--- src/rtl/vlp_pkg.sv ---
package vlp_pkg;
  // Tap ordering of the filter: three feed taps, then two feedback taps
  localparam int NTAPS = 5;
  localparam int TAP_X0 = 0;
  localparam int TAP_X1 = 1;
  localparam int TAP_X2 = 2;
  localparam int TAP_Y1 = 3;
  localparam int TAP_Y2 = 4;

  // Feedback taps are subtracted in the accumulator
  function automatic bit tap_is_feedback(input int idx);
    return (idx == TAP_Y1) || (idx == TAP_Y2);
  endfunction
endpackage

--- src/rtl/vlp_gate.sv ---
module vlp_gate #(
  parameter int LVL_W = 8
) (
  input  logic             seq_on,
  input  logic [LVL_W-1:0] avg_level,
  output logic [LVL_W-1:0] dis_est
);
  // Discharge estimate: level passes only during a sustain phase
  always_comb begin
    dis_est = avg_level & {LVL_W{seq_on}};
  end
endmodule

--- src/rtl/vlp_biquad.sv ---
module vlp_biquad
  import vlp_pkg::*;
#(
  parameter int LVL_W     = 8,
  parameter int COEF_W    = 16,
  parameter int COEF_FRAC = 14,
  parameter int OUT_W     = 16
) (
  input  logic                     clk,
  input  logic                     rst_n,
  input  logic                     smp_en,
  input  logic [LVL_W-1:0]         x_in,
  input  logic signed [COEF_W-1:0] b0,
  input  logic signed [COEF_W-1:0] b1,
  input  logic signed [COEF_W-1:0] b2,
  input  logic signed [COEF_W-1:0] a1,
  input  logic signed [COEF_W-1:0] a2,
  output logic signed [OUT_W-1:0]  y_out,
  output logic                     y_vld
);
  localparam int XW    = LVL_W + 1;
  localparam int SW    = (XW > OUT_W) ? XW : OUT_W;
  localparam int PW    = COEF_W + SW;
  localparam int ACC_W = PW + 3;
  localparam longint YMAX_L = (longint'(1) << (OUT_W - 1)) - 1;
  localparam logic signed [ACC_W-1:0] YMAX = ACC_W'(YMAX_L);
  localparam logic signed [ACC_W-1:0] YMIN = ACC_W'(-YMAX_L - 1);

  // History registers
  logic [LVL_W-1:0]        x1_q, x2_q, x1_d, x2_d;
  logic signed [OUT_W-1:0] y1_q, y2_q, y1_d, y2_d;
  logic                    vld_q, vld_d;

  // Tap samples, coefficients and products
  logic signed [SW-1:0]     tap_s [NTAPS];
  logic signed [COEF_W-1:0] tap_c [NTAPS];
  logic signed [PW-1:0]     prod  [NTAPS];
  logic signed [ACC_W-1:0]  term  [NTAPS];
  logic signed [ACC_W-1:0]  acc;
  logic signed [ACC_W-1:0]  scaled;
  logic signed [OUT_W-1:0]  y_sat;

  always_comb begin
    tap_s[TAP_X0] = SW'($signed({1'b0, x_in}));
    tap_s[TAP_X1] = SW'($signed({1'b0, x1_q}));
    tap_s[TAP_X2] = SW'($signed({1'b0, x2_q}));
    tap_s[TAP_Y1] = SW'(y1_q);
    tap_s[TAP_Y2] = SW'(y2_q);
    tap_c[TAP_X0] = b0;
    tap_c[TAP_X1] = b1;
    tap_c[TAP_X2] = b2;
    tap_c[TAP_Y1] = a1;
    tap_c[TAP_Y2] = a2;
  end

  for (genvar i = 0; i < NTAPS; i++) begin : g_tap
    always_comb begin
      prod[i] = PW'(tap_s[i]) * PW'(tap_c[i]);
    end
    if (tap_is_feedback(i)) begin : g_sub
      always_comb term[i] = -ACC_W'(prod[i]);
    end else begin : g_add
      always_comb term[i] = ACC_W'(prod[i]);
    end
  end

  always_comb begin
    acc = '0;
    for (int k = 0; k < NTAPS; k++) begin
      acc = acc + term[k];
    end
    scaled = acc >>> COEF_FRAC;
    if (scaled > YMAX) begin
      y_sat = OUT_W'(YMAX);
    end else if (scaled < YMIN) begin
      y_sat = OUT_W'(YMIN);
    end else begin
      y_sat = OUT_W'(scaled);
    end
  end

  // Next-state logic
  always_comb begin
    x1_d  = x1_q;
    x2_d  = x2_q;
    y1_d  = y1_q;
    y2_d  = y2_q;
    vld_d = smp_en;
    if (smp_en) begin
      x1_d = x_in;
      x2_d = x1_q;
      y1_d = y_sat;
      y2_d = y1_q;
    end
  end

  // Register stage
  always_ff @(posedge clk or negedge rst_n) begin
    if (!rst_n) begin
      x1_q  <= '0;
      x2_q  <= '0;
      y1_q  <= '0;
      y2_q  <= '0;
      vld_q <= 1'b0;
    end else begin
      x1_q  <= x1_d;
      x2_q  <= x2_d;
      y1_q  <= y1_d;
      y2_q  <= y2_d;
      vld_q <= vld_d;
    end
  end

  assign y_out = y1_q;
  assign y_vld = vld_q;
endmodule

--- src/rtl/vlp_hold.sv ---
module vlp_hold #(
  parameter int OUT_W = 16
) (
  input  logic                    clk,
  input  logic                    rst_n,
  input  logic                    hold_en,
  input  logic signed [OUT_W-1:0] pred_in,
  output logic signed [OUT_W-1:0] pred_hold
);
  logic signed [OUT_W-1:0] held_q, held_d;

  always_comb begin
    held_d = held_q;
    if (hold_en) begin
      held_d = pred_in;
    end
  end

  always_ff @(posedge clk or negedge rst_n) begin
    if (!rst_n) begin
      held_q <= '0;
    end else begin
      held_q <= held_d;
    end
  end

  assign pred_hold = held_q;
endmodule

--- src/rtl/vid_load_predictor.sv ---
module vid_load_predictor #(
  parameter int LVL_W     = 8,
  parameter int COEF_W    = 16,
  parameter int COEF_FRAC = 14,
  parameter int OUT_W     = 16
) (
  input  logic                     clk,
  input  logic                     rst_n,
  input  logic                     sample_stb,
  input  logic                     seq_on,
  input  logic [LVL_W-1:0]         avg_level,
  input  logic signed [COEF_W-1:0] coef_b0,
  input  logic signed [COEF_W-1:0] coef_b1,
  input  logic signed [COEF_W-1:0] coef_b2,
  input  logic signed [COEF_W-1:0] coef_a1,
  input  logic signed [COEF_W-1:0] coef_a2,
  input  logic                     period_stb,
  output logic signed [OUT_W-1:0]  pred_now,
  output logic                     pred_vld,
  output logic signed [OUT_W-1:0]  pred_held
);
  logic [LVL_W-1:0] dis_est;

  vlp_gate #(.LVL_W(LVL_W)) u_gate (
    .seq_on    (seq_on),
    .avg_level (avg_level),
    .dis_est   (dis_est)
  );

  vlp_biquad #(
    .LVL_W     (LVL_W),
    .COEF_W    (COEF_W),
    .COEF_FRAC (COEF_FRAC),
    .OUT_W     (OUT_W)
  ) u_filt (
    .clk    (clk),
    .rst_n  (rst_n),
    .smp_en (sample_stb),
    .x_in   (dis_est),
    .b0     (coef_b0),
    .b1     (coef_b1),
    .b2     (coef_b2),
    .a1     (coef_a1),
    .a2     (coef_a2),
    .y_out  (pred_now),
    .y_vld  (pred_vld)
  );

  vlp_hold #(.OUT_W(OUT_W)) u_hold (
    .clk       (clk),
    .rst_n     (rst_n),
    .hold_en   (period_stb),
    .pred_in   (pred_now),
    .pred_hold (pred_held)
  );
endmodule

--- config.mk ---
export PLATFORM = sky130hd
export DESIGN_NAME = vid_load_predictor
export DESIGN_NICKNAME = d
export VERILOG_FILES = /design/src/rtl/vlp_pkg.sv /design/src/rtl/vlp_gate.sv /design/src/rtl/vlp_biquad.sv /design/src/rtl/vlp_hold.sv /design/src/rtl/vid_load_predictor.sv
export SDC_FILE = /design/constraint.sdc
export NUM_CORES = 2
export LEC_CHECK = 0
export ABC_AREA = 0
export CAP_MARGIN = 20
export CELL_PAD_IN_SITES_DETAIL_PLACEMENT = 1
export CELL_PAD_IN_SITES_GLOBAL_PLACEMENT = 2
export CORE_UTILIZATION = 30
export DETAILED_ROUTE_END_ITERATION = 12
export GPL_ROUTABILITY_DRIVEN = 0
export HOLD_SLACK_MARGIN = 0.05
export PLACE_DENSITY_LB_ADDON = 0.25
export SETUP_SLACK_MARGIN = 0.4
export SYNTH_ARGS = -nofsm -noshare
export SYNTH_HDL_FRONTEND = slang
export SYNTH_HIERARCHICAL = 1
export SYNTH_SLANG_ARGS = --single-unit
--- constraint.sdc ---
create_clock -name clk -period 22.3 [get_ports clk]
set_input_delay 3.345 -clock clk [delete_from_list [all_inputs] [get_ports clk]]
set_output_delay 3.345 -clock clk [all_outputs]
set_load 0.01 [all_outputs]
==> flow_summary.json <==
{
  "outcome": "finished clean",
  "global_route_wire_length_before_repair_um": 192000,
  "period_needed_ns": 12.71,
  "floorplan.die.width_um": 363,
  "layout_setup_ws_ns": 9.59,
  "placed_cells_incl_taps": 5799,
  "synth-main-ff-cell": "dfrtp_1",
  "floorplan.initialDensity_pct": 30.4,
  "tightestPinTransition_ns": 1.13,
  "antenna_found_initial": 7,
  "avgSynthCellArea_um2": 9.75,
  "postCtsHoldBufs": 0,
  "cap_violations": 0,
  "worst-setup-path-type": "input port to flop",
  "final_cell_count_no_fill": 5819,
  "seq_area_frac_synth_pct": 4.17,
  "max-clock-path-buffers": 2,
  "largest_net_degree_at_the_start_of_global_routing": 50,
  "antenna_left": 0,
  "global_route.usage.total_pct": 19.6,
  "floorplan.die.height_um": 363,
  "rsz0062_at_grt": "false",
  "timing.critical_path.required_ns": 22.61,
  "vias": 25679,
  "totalNegativeSetupSlack_ns": 0,
  "dpl-instance-area_mm2": 0.0424,
  "final_min_period_over_clock_period_pct": 57.0,
  "fill_cells": 14690,
  "timing.clock.skew_ns": 0.0190,
  "detail_route.drc_violations": 0,
  "cts_setup_buffers": 0,
  "site_row_count": 131,
  "synth.yosys.warnings": 6,
  "clk_latency_ns": 0.39,
  "drv_slew": 0,
  "synth_enable_flop_cells": 0,
  "detail_route.wirelength_um": 121000,
  "worst-path-max-fanout": 17,
  "reg2reg_slack_ns": 12.67,
  "buffer_ports.inserted": 125,
  "worst-endpoint-arrival_ns": 13.02,
  "core_mm2": 0.128,
  "drt_pre_antenna_iters": 5,
  "detail_route.iter0.violations": 879,
  "setup.worst_path.end_class": "flop",
  "num-nets-final": 5537,
  "yosysUniqueCellTypes": 50,
  "post_cts_resized": 0,
  "grt_pass1_vias": 30445,
  "areaGrowthSynthToFinish_pct": 9.40,
  "start_kind": "input port",
  "yosys_register_bits": 65,
  "grt_overflow": 0,
  "finalSetupViolations": 0,
  "worstHoldPathType": "flop to flop",
  "drive_gt1_share_pct": 3.01,
  "postSynthCellCount": 3999,
  "clock_tree.htree_level_count": 3,
  "crit_slowest_cell": "fa_1",
  "finalHoldViolations": 0,
  "fp.dieArea_mm2": 0.131,
  "mostFrequentLayoutCell": "inv_1",
  "final_cell_mix": "inv_1, fa_1, and2_1",
  "routed_wire_length_per_instance_um": 20.8,
  "worst_path_largest_cell_delay_ns": 0.85,
  "syn_area_mm2": 0.0390,
  "hpwlAfterDp_um": 107000,
  "io-pin-count": 126,
  "sequential_cell_area_mm2": 0.00163,
  "vias_per_cell": 4.41,
  "root_buffer": "clkbuf_16",
  "design_area_mm2": 0.0427,
  "path_common_cell": "fa_1",
  "async_set_reset_flop_share_out_of_synthesis_pct": 100,
  "cts_tree": "yes",
  "postSynthNetCount": 5455,
  "multiInputGateArea_mm2": 0.0321,
  "clk_pin_slew_worst_paths_ns": 0.06,
  "number_of_buffers_created_by_cts": 9,
  "cts_num_sinks": 65,
  "max-slew-margin-rel_pct": 24.7,
  "dpl_worst_slack_ns": 9.11,
  "fmax_ghz": 0.0787
}
## synth_stat cells (all sizes together), types with 4 or more instances
cell,instances,area share (%)
nand4,5,0.080
a31oi,5,0.096
o21ai,19,0.25
inv,1294,12
nand3,10,0.13
buf,6,0.16
clkbuf,98,0.94
o211ai,5,0.096
ha,260,8.3
a21oi,36,0.46
dfrtp,65,4.2
xor2,7,0.16
nand2b,7,0.11
a221o,16,0.41
a211oi,6,0.12
o21bai,5,0.096
fa,1103,57
o21a,4,0.077
nor2b,17,0.27
a21o,5,0.096
nand2,394,3.8
mux2,49,1.5
nor2,22,0.21
and2,507,8.1
xnor2,28,0.63
## logic make-up (layout without fill, tap and decap cells)
kind of cell	count (synthesis)	after routing	share of synthesized area, %
AO/OA/AOI/OAI	117	117	2.15
other	0	4	0
AND/OR/NAND/NOR	971	971	12.9
XOR/XNOR	35	35	0.786
adder cells (fa/ha/maj)	1363	1363	64.9
buffers and inverters	1399	1486	13.6
multiplexers	49	49	1.51
flip-flops	65	65	4.17
## area by class of cell
class | count | share of cell area [%]
clock buffer | 9 | 0.528
sequential | 65 | 3.81
clock inverter | 7 | 0.182
antenna | 4 | 0.0235
inverter | 1295 | 11.4
multi-input combinational | 2535 | 75.2
tap | 1729 | 5.07
timing repair buffer | 175 | 3.79
## flip-flops by register name, indices dropped and copies added, names as in the netlist
| name | count |
|---|---|
| u_hold/pred_hold | 16 |
| u_filt/x2_q | 8 |
| u_filt/x1_q | 8 |
| u_filt/y_vld | 1 |
| u_filt/y2_q | 16 |
| u_filt/y_out | 16 |
## routing by layer
metal  wire [µm]  vias to the layer above  track usage [%]
met2       61300                      295             34.5
li1            -                    11319                -
met4        2410                        2             4.08
met1       55000                    13978             26.4
met5          13                        -                0
met3        2550                       85             1.24
## metrics by stage
| step | hold slack, ns | util, % |
|---|---|---|
| after floorplan | 0.551 | - |
| after global placement | 0.489 | 33.0 |
| after detailed placement | 0.495 | 33.0 |
| after CTS | 0.511 | 33.2 |
| after global routing | 0.530 | 33.2 |
| final | 0.505 | 33.3 |
## worst paths after layout
kind                                      from              endpoint  cells after the start
max                                     seq_on       u_filt/y_out[0]                     26
min                        u_hold/pred_hold[1]   u_hold/pred_hold[1]                      1
max reg2reg                     u_filt/x1_q[3]       u_filt/y_out[0]                     24
min reg2reg                u_hold/pred_hold[1]   u_hold/pred_hold[1]                      1
max in group asynchronous                rst_n        u_filt/x1_q[7]                      2
min in group asynchronous                rst_n  u_hold/pred_hold[13]                      1
## worst max-delay path: cells and delay by family
family / cells / cell delay, ns
AO/OA/AOI/OAI: 5 / 1.40
adder cells (fa/ha/maj): 10 / 5.42
buffers and inverters: 6 / 0.97
AND/OR/NAND/NOR: 5 / 1.86
Power is left out: the tool's default activity adds up to more than one toggle a clock period on the data nets, which glitch-free logic cannot reach.
